==> config.mk <==
export PLATFORM = sky130hd
export DESIGN_NAME = underflow_timer_chan
export DESIGN_NICKNAME = d
export VERILOG_FILES = /design/src/rtl/uft_pkg.sv /design/src/rtl/uft_ctrl.sv /design/src/rtl/uft_count.sv /design/src/rtl/underflow_timer_chan.sv
export SDC_FILE = /design/constraint.sdc
export NUM_CORES = 1
export LEC_CHECK = 0
export BUFFER_PORTS_ARGS = -buffer_cell sky130_fd_sc_hd__buf_2
export CORE_MARGIN = 3
export CORE_UTILIZATION = 46
export CTS_BUF_LIST = sky130_fd_sc_hd__clkbuf_4 sky130_fd_sc_hd__clkbuf_8
export DETAILED_ROUTE_END_ITERATION = 7
export GPL_ROUTABILITY_DRIVEN = 0
export PLACE_DENSITY = 0.81
export SYNTH_ARGS = -nofsm -noshare
export SYNTH_HDL_FRONTEND = slang
export SYNTH_SLANG_ARGS = --single-unit
==> constraint.sdc <==
create_clock -name clk -period 4.2 [get_ports clk]
set_input_delay 0.84 -clock clk [delete_from_list [all_inputs] [get_ports clk]]
set_output_delay 0.84 -clock clk [all_outputs]
set_load 0.01 [all_outputs]
==> src/rtl/uft_pkg.sv <==
package uft_pkg;
  // Control word bit positions; software decodes these.
  localparam int unsigned EN_BIT   = 0;
  localparam int unsigned RS_BIT   = 1;
  localparam int unsigned LD_BIT   = 2;
  localparam int unsigned IE_BIT   = 3;
  localparam int unsigned PEND_BIT = 4;
  localparam int unsigned CTL_USED = 5;
endpackage

==> src/rtl/uft_ctrl.sv <==
module uft_ctrl
  import uft_pkg::*;
#(
  parameter int unsigned DW = 32
) (
  input  logic          clk,
  input  logic          rst_n,
  input  logic          wr_ctl,
  input  logic [DW-1:0] wr_data,
  input  logic          expire,
  output logic          en,
  output logic          rs,
  output logic          ie,
  output logic          pend,
  output logic          irq
);
  logic clr_pend;
  logic set_pend;

  assign clr_pend = wr_ctl & wr_data[PEND_BIT];
  assign set_pend = expire & ie;

  always_ff @(posedge clk) begin
    if (!rst_n) begin
      en   <= 1'b0;
      rs   <= 1'b0;
      ie   <= 1'b0;
      pend <= 1'b0;
      irq  <= 1'b0;
    end else begin
      if (wr_ctl) begin
        en <= wr_data[EN_BIT];
        rs <= wr_data[RS_BIT];
        ie <= wr_data[IE_BIT];
      end else if (expire && !rs) begin
        en <= 1'b0;
      end
      // a set from expiry beats a clear written in the same cycle
      pend <= set_pend | (pend & ~clr_pend);
      irq  <= set_pend;
    end
  end


  irq_sets_pending_chk: assert property (@(posedge clk) disable iff (!rst_n)
    irq |-> pend);


  pend_cleared_chk: assert property (@(posedge clk) disable iff (!rst_n)
    (clr_pend && !(expire && ie)) |=> !pend);


  oneshot_stops_chk: assert property (@(posedge clk) disable iff (!rst_n)
    (expire && !rs && !wr_ctl) |=> !en);
endmodule

==> src/rtl/uft_count.sv <==
module uft_count
  import uft_pkg::*;
#(
  parameter int unsigned DW = 32
) (
  input  logic          clk,
  input  logic          rst_n,
  input  logic          tick,
  input  logic          en,
  input  logic          rs,
  input  logic          wr_cnt,
  input  logic          wr_rld,
  input  logic          wr_ctl,
  input  logic [DW-1:0] wr_data,
  output logic [DW-1:0] cnt,
  output logic [DW-1:0] rld,
  output logic          expire
);
  logic load_req;
  logic at_zero;

  assign load_req = wr_ctl & wr_data[LD_BIT];
  assign at_zero  = (cnt == '0);
  assign expire   = en & tick & at_zero;

  always_ff @(posedge clk) begin
    if (!rst_n) begin
      cnt <= '0;
      rld <= '0;
    end else begin
      if (wr_rld) rld <= wr_data;
      if (wr_cnt) begin
        cnt <= wr_data;
      end else if (load_req) begin
        cnt <= rld;
      end else if (expire) begin
        if (rs) cnt <= rld;
      end else if (en && tick) begin
        cnt <= cnt - 1'b1;
      end
    end
  end


  hold_when_off_chk: assert property (@(posedge clk) disable iff (!rst_n)
    (!en && !wr_cnt && !load_req) |=> $stable(cnt));


  step_down_chk: assert property (@(posedge clk) disable iff (!rst_n)
    (en && tick && !at_zero && !wr_cnt && !load_req) |=> (cnt == $past(cnt) - 1'b1));


  load_copies_chk: assert property (@(posedge clk) disable iff (!rst_n)
    (load_req && !wr_cnt) |=> (cnt == $past(rld)));


  write_beats_expiry_chk: assert property (@(posedge clk) disable iff (!rst_n)
    (wr_cnt && expire) |=> (cnt == $past(wr_data)));
endmodule

==> src/rtl/underflow_timer_chan.sv <==
module underflow_timer_chan
  import uft_pkg::*;
#(
  parameter int unsigned DW = 32
) (
  input  logic          clk,
  input  logic          rst_n,
  input  logic          tick_i,
  input  logic          wr_cnt_i,
  input  logic          wr_rld_i,
  input  logic          wr_ctl_i,
  input  logic [DW-1:0] wr_data_i,
  output logic [DW-1:0] cnt_o,
  output logic [DW-1:0] rld_o,
  output logic [DW-1:0] ctl_o,
  output logic          irq_o
);
  localparam int unsigned PAD_W = DW - CTL_USED;

  logic en, rs, ie, pend, expire;

  uft_count #(.DW(DW)) u_count (
    .clk     (clk),
    .rst_n   (rst_n),
    .tick    (tick_i),
    .en      (en),
    .rs      (rs),
    .wr_cnt  (wr_cnt_i),
    .wr_rld  (wr_rld_i),
    .wr_ctl  (wr_ctl_i),
    .wr_data (wr_data_i),
    .cnt     (cnt_o),
    .rld     (rld_o),
    .expire  (expire)
  );

  uft_ctrl #(.DW(DW)) u_ctrl (
    .clk     (clk),
    .rst_n   (rst_n),
    .wr_ctl  (wr_ctl_i),
    .wr_data (wr_data_i),
    .expire  (expire),
    .en      (en),
    .rs      (rs),
    .ie      (ie),
    .pend    (pend),
    .irq     (irq_o)
  );

  // load reads as zero; unused upper bits read as zero
  assign ctl_o = {{PAD_W{1'b0}}, pend, ie, 1'b0, rs, en};


  reset_quiet_chk: assert property (@(posedge clk)
    !rst_n |=> (cnt_o == '0 && ctl_o == '0 && !irq_o));
endmodule

==> results of run 1 <==
==> routing by layer <==
layer / GRT usage (%) / vias to the layer above / share of wire, %
li1: - / 1914 / -
met1: 30.93 / 1936 / 40
met2: 40.81 / 297 / 46
met3: 5.259 / 50 / 11
met4: 10.71 / 0 / 3.3
met5: 0 / - / 0
==> final timing paths <==
kind / end / slack (ns) / depth (start not counted)
setup / recovery: u_count.cnt[31] / 1.20 / 8
hold / removal: u_ctrl.pend / 0.50 / 2
setup reg to reg: u_count.cnt[31] / 1.20 / 8
hold reg to reg: u_ctrl.pend / 0.50 / 2
==> worst max-delay path: cells and delay by family, from the launching register on <==
family	cells	cell delay (ns)
AOI/OAI and AO/OA	3	0.85
adders and majority gates	1	0.19
and+or+nand+nor	3	1.41
DFF	1	0.37
buffers and inverters	1	0.11
==> kinds of logic (layout without fill, tap and decap cells) <==
| family | after synthesis | count (layout) |
|---|---|---|
| simple gates | 170 | 170 |
| mux | 36 | 36 |
| xor+xnor | 15 | 15 |
| fa+ha+maj | 1 | 1 |
| compound gates | 128 | 128 |
| other cells | 1 | 28 |
| buf+inv | 67 | 132 |
| flops | 69 | 69 |
==> metrics by stage <==
stage | hold WS [ns] | setup slack (ns) | instance area (um2) | total power, W
floorplan | 0.4663 | 1.874 | 4130 | 0.001059
global placement | 0.4813 | 1.251 | 4448 | 0.001163
detailed placement | 0.4842 | 1.154 | 4448 | 0.001176
CTS | 0.5013 | 1.287 | 4663 | 0.001746
global route | 0.5283 | 1.033 | 4663 | 0.001825
finish | 0.5007 | 1.199 | 4663 | 0.001758
==> report_power, final <==
part           total, W  leakage [nW]  switching [W]  internal [W]
clock          0.000585         0.109       0.000256      0.000329
combinational  0.000402          1.44       0.000243      0.000159
sequential     0.000771         0.571      0.0000689      0.000702
total           0.00176          2.12       0.000568       0.00119
==> layout by cell type (no fill, tap or decap), drive strengths merged, types with 8 or more instances in the layout <==
cell / instances
a211o: 8
a21oi: 47
buf: 111
clkbuf: 13
conb: 28
dfxtp: 69
mux2i: 35
nand2: 27
nand3: 15
nand4: 10
nor2: 65
nor3: 20
nor4: 8
o21ai: 24
o221ai: 8
o22ai: 8
or4: 9
xnor2: 9
==> state kept, by name, summed over array words and instances (netlist names) <==
| register | cells |
|---|---|
| u_count.cnt | 32 |
| u_count.rld | 32 |
| u_ctrl.en | 1 |
| u_ctrl.ie | 1 |
| u_ctrl.irq | 1 |
| u_ctrl.pend | 1 |
| u_ctrl.rs | 1 |
==> area by class of cell <==
type                            instances  area share [%]
Clock inverter                          3          0.9123
Sequential cell                        69           29.62
Inverter                                5          0.4025
Multi-Input combinational cell        378           50.36
Tap cell                              105           2.817
Clock buffer                           13           3.703
Timing Repair Buffer                  111           12.18
==> flow_summary.toml, run 1 <==
[outcome]
status = "finished clean"

[placed_design]
dp.cells = 668
io_buffers = 106
hpwlAfterDp_um = 8981

[floorplanning]
initial_utilization_pct = 48.30
die_area_um2 = 9917
die_h_um = 99.59
fp.dieW_um = 99.59
core_um2 = 8341
ioPinCount = 135
row_count = 33

[cells_and_area]
fin_nets = 613
antenna_cells = 0
postLayoutCoreUtil_pct = 55.91
area_delta_synth_final_pct = 15.75
final_cells = 684
register_area_um2 = 1381
multi_input_area_um2 = 2349
fillers = 749
layout-drive-gt1-share_pct = 25.22

[sta]
period_share_pct = 71.46
finalHoldViolCount = 0
relSlewSlack_pct = 34.30
tightest_slew_ns = 0.9818
min_period_ns = 3.001
setup_violations = 0
report.final.slew_viol_count = 0
rsz0062_at_grt = "no"
finalSetupTns_ns = 0
max_freq_mhz = 333.2
fin_skew_ns = 0.01179

[hold_path]
hold_start = "u_ctrl.pend"
holdCritPathClass = "register to register"

[clock_network]
ctsHoldBuffers = 0
htree_levels = 3
clockBufferDepth = 2
cts_setup_buffers = 0
clock_sinks = 69
cts_resized = 0
root_buffer = "clkbuf_8"
clkTransAtPathRegs_ns = 0.08
clk_latency_ns = 0.36
cts_made_buffers = 9
cts_tree = "done"

[critical_path]
cp_slowest_cell = "nand3_1"
r2r-start = "u_count.cnt[0]"
cp.required_ns = 4.48
slowest_delay_ns = 0.66
crit_fanout = 20
cp_data_arrival_time_ns = 3.28
cp_cell_sequence = "inv_1 > ha_1 > or3b_1 > nor3_2 > nand3_1 > a21oi_1 > a222oi_1 > o22ai_1"
startpoint_type = "register"
cp-end-kind = "register"
critPathKind = "register to register"
cp-startpoint = "u_count.cnt[0]"

[yosys]
ys_types = 61
synthMuxAreaShare_pct = 8.975
synthAdderAreaFrac_pct = 0.3106
synth_top_cells_by_area = "dfxtp_1 (34%), mux2i_1 (8.7%), buf_4 (6.1%), nor2_1 (6.0%), a21oi_1 (5.8%)"
ys_top_cells_by_count = "dfxtp_1 (69), nor2_1 (64), a21oi_1 (47), mux2i_1 (35), buf_4 (33)"
synthArstFlopShare_pct = 0
syn-cell-area_um2 = 4029
synth_compound_area_share_pct = 21.06
syn_area_per_cell_um2 = 8.273
synth_xor_area_share_pct = 3.261
ys_ff_latch = 69
synth-edff-count = 0
synth_top_family_by_area = "simple AND/OR/NAND/NOR gates"
synth-simple-area-share_pct = 22.08
netlist.area_leader.share_pct = 34.29
syn_inst = 487
ys_seq_area_share_pct = 34.29
yosysWarnings = 0
synth_flop_cell = "dfxtp_1"
synth_most_common_cell = "dfxtp_1"
synth_top_area_cell = "dfxtp_1"

[pwr]
ir_worst_vdd_uv = 205.0
power_density_nw_per_um2 = 376.9
p_leak_nw = 2.124

[detailed_routing]
remaining_drc_errors = 0
drt_iter0_drc = 512
first_pass_iters = 7
routed_via_density = 6.136
vias = 4197
wl_um = 12660
antenna_left = 0
avgRoutedWirePerCell_um = 18.50

[grt]
track_usage_pct = 24.66
grt_pass1_vias = 3907
overflow = 0
grt_max_degree = 38
grt_pass1_wl_um = 19590
antenna_found_initial = 0

[flow_run]
maxCapViolCount = 0
Note: power is estimated with default switching activity, not from simulation.
==> run 2, diff against run 1 <==
clock period = 3.01 ns   (was 4.2 ns; I/O delays follow)
==> flow_summary.toml, run 2 (same netlist as run 1, synthesis figures left out) <==
[clock_network]
htree_levels = 3
cts_setup_buffers = 0
clock_sinks = 69
clockBufferDepth = 2
clkTransAtPathRegs_ns = 0.07
cts_made_buffers = 9
cts_tree = "done"
root_buffer = "clkbuf_8"
clk_latency_ns = 0.35

[grt]
grt_pass1_vias = 3814
grt_max_degree = 33
grt_pass1_wl_um = 19250
overflow = 0
track_usage_pct = 23.91
antenna_found_initial = 0

[cells_and_area]
layout-drive-gt1-share_pct = 26.15
final_cells = 690
final_cell_mix = "buf_2 (106), dfxtp_1 (69), nor2_1 (64)"
antenna_cells = 0
largestRegisters = "u_count.cnt (32), u_count.rld (32)"
fin_nets = 619
area_delta_synth_final_pct = 17.76
final_common_cell = "buf_2"
design_area_um2 = 4745

[placed_design]
dp.cells = 674
hpwlAfterDp_um = 8868
dpl_cell_area_um2 = 4493
io_buffers = 106

[pwr]
power_w = 0.002578
ir_worst_vdd_uv = 340.4
power_density_nw_per_um2 = 543.4
p_leak_nw = 2.170

[critical_path]
cp_data_arrival_time_ns = 2.98
cp_slowest_cell = "nand3_1"
reg2reg_setup_slack_ns = 0.27
crit_fanout = 12
reg2reg_to = "u_count.cnt[29]"
cp_cell_sequence = "inv_1 > ha_1 > or3b_1 > nor3_2 > nand3_1 > buf_4 > a21oi_1 > a211o_1 > a21oi_1"
r2r-start = "u_count.cnt[0]"
critPathTopFamily = "simple AND/OR/NAND/NOR gates"
cp.required_ns = 3.25
startpoint_type = "register"
cp-end-kind = "register"
path_depth = 9
r2r_cells = 9
critPathBufInv = 2
path_common_cell = "a21oi_1"
critPathKind = "register to register"
cp-startpoint = "u_count.cnt[0]"
slowest_delay_ns = 0.48
endpoint = "u_count.cnt[29]"

[detailed_routing]
remaining_drc_errors = 0
first_pass_iters = 6
wl_um = 12270
antenna_left = 0
routed_via_density = 6.055
vias = 4178
avgRoutedWirePerCell_um = 17.78
drt_iter0_drc = 376

[floorplanning]
fp.dieW_um = 99.59
die_h_um = 99.59
core_um2 = 8341
row_count = 33
ioPinCount = 135
die_area_um2 = 9917
initial_utilization_pct = 48.30

[outcome]
status = "finished clean"

[sta]
min_period_ns = 2.743
rsz0062_at_grt = "no"
period_share_pct = 91.14
max_freq_mhz = 364.5
setup_violations = 0
report.final.slew_viol_count = 0
finalHoldViolCount = 0
relSlewSlack_pct = 35.00
finalSetupTns_ns = 0
fin_skew_ns = 0.006039
tightest_slew_ns = 0.9749

[hold_path]
holdCritPathClass = "input port to register"

[flow_run]
maxCapViolCount = 0
run 2: cell count changes in the layout (fill, tap and decap cells not counted):
cell and change:
buf_4 +6, bufinv_16 +2, clkbuf_8 -2, a21oi_1 -1, a21oi_2 +1, clkbuf_4 +1
clkinvlp_4 -1
run 2: stage by stage:
stage	hold WS [ns]	util [%]	worst slack [ns]
after floorplan	0.4663	-	0.6923
after global placement	0.4775	53.87	0.3512
after detailed placement	0.4899	53.87	0.2495
after CTS	0.4936	56.84	0.2244
after global routing	0.5141	56.89	0.02411
final	0.5035	56.89	0.2667
run 2: what timing repair did:
item                       CTS  global route
gates resized for setup      0             1
hold buffers                 0             0
setup endpoints to repair    0             3
run 2: how the worst min path moves through the flow:
stage	startpoint	slack [ns]	cells past startpoint	end
floorplan	u_ctrl.pend	0.47	2	u_ctrl.pend
global placement	u_ctrl.pend	0.48	2	u_ctrl.pend
detailed placement	u_ctrl.pend	0.49	2	u_ctrl.pend
CTS	wr_data_i[11]	0.49	3	u_count.rld[11]
global route	wr_data_i[30]	0.51	3	u_count.rld[30]
finish	wr_data_i[11]	0.50	3	u_count.rld[11]
run 2: per-layer routing:
metal	share of wire, %	global-route usage (%)
met5	0	0
met4	2.7	9.454
met3	11	5.400
met2	46	37.76
met1	40	31.67
run 2: cell type report:
type	count	area, um2
Inverter	5	18.77
Sequential cell	69	1381
Tap cell	105	131.4
Multi-Input combinational cell	378	2352
Clock buffer	12	152.6
Fill cell	769	3596
Timing Repair Buffer	117	613.1
Clock inverter	4	95.09
run 2: where the power goes:
group	switching [W]	total (W)	leakage, nW	internal, W
Clock	0.000353	0.000944	0.127	0.000591
Sequential	0.0000943	0.00107	0.571	0.000979
Combinational	0.000334	0.000561	1.47	0.000227
run 2: worst reg2reg max path, stage by stage (launching register included):
cell and delay, ns:
dfxtp_1 0.36, inv_1 0.09, ha_1 0.19, or3b_1 0.46, nor3_2 0.33, nand3_1 0.48
buf_4 0.37, a21oi_1 0.18, a211o_1 0.12, a21oi_1 0.06
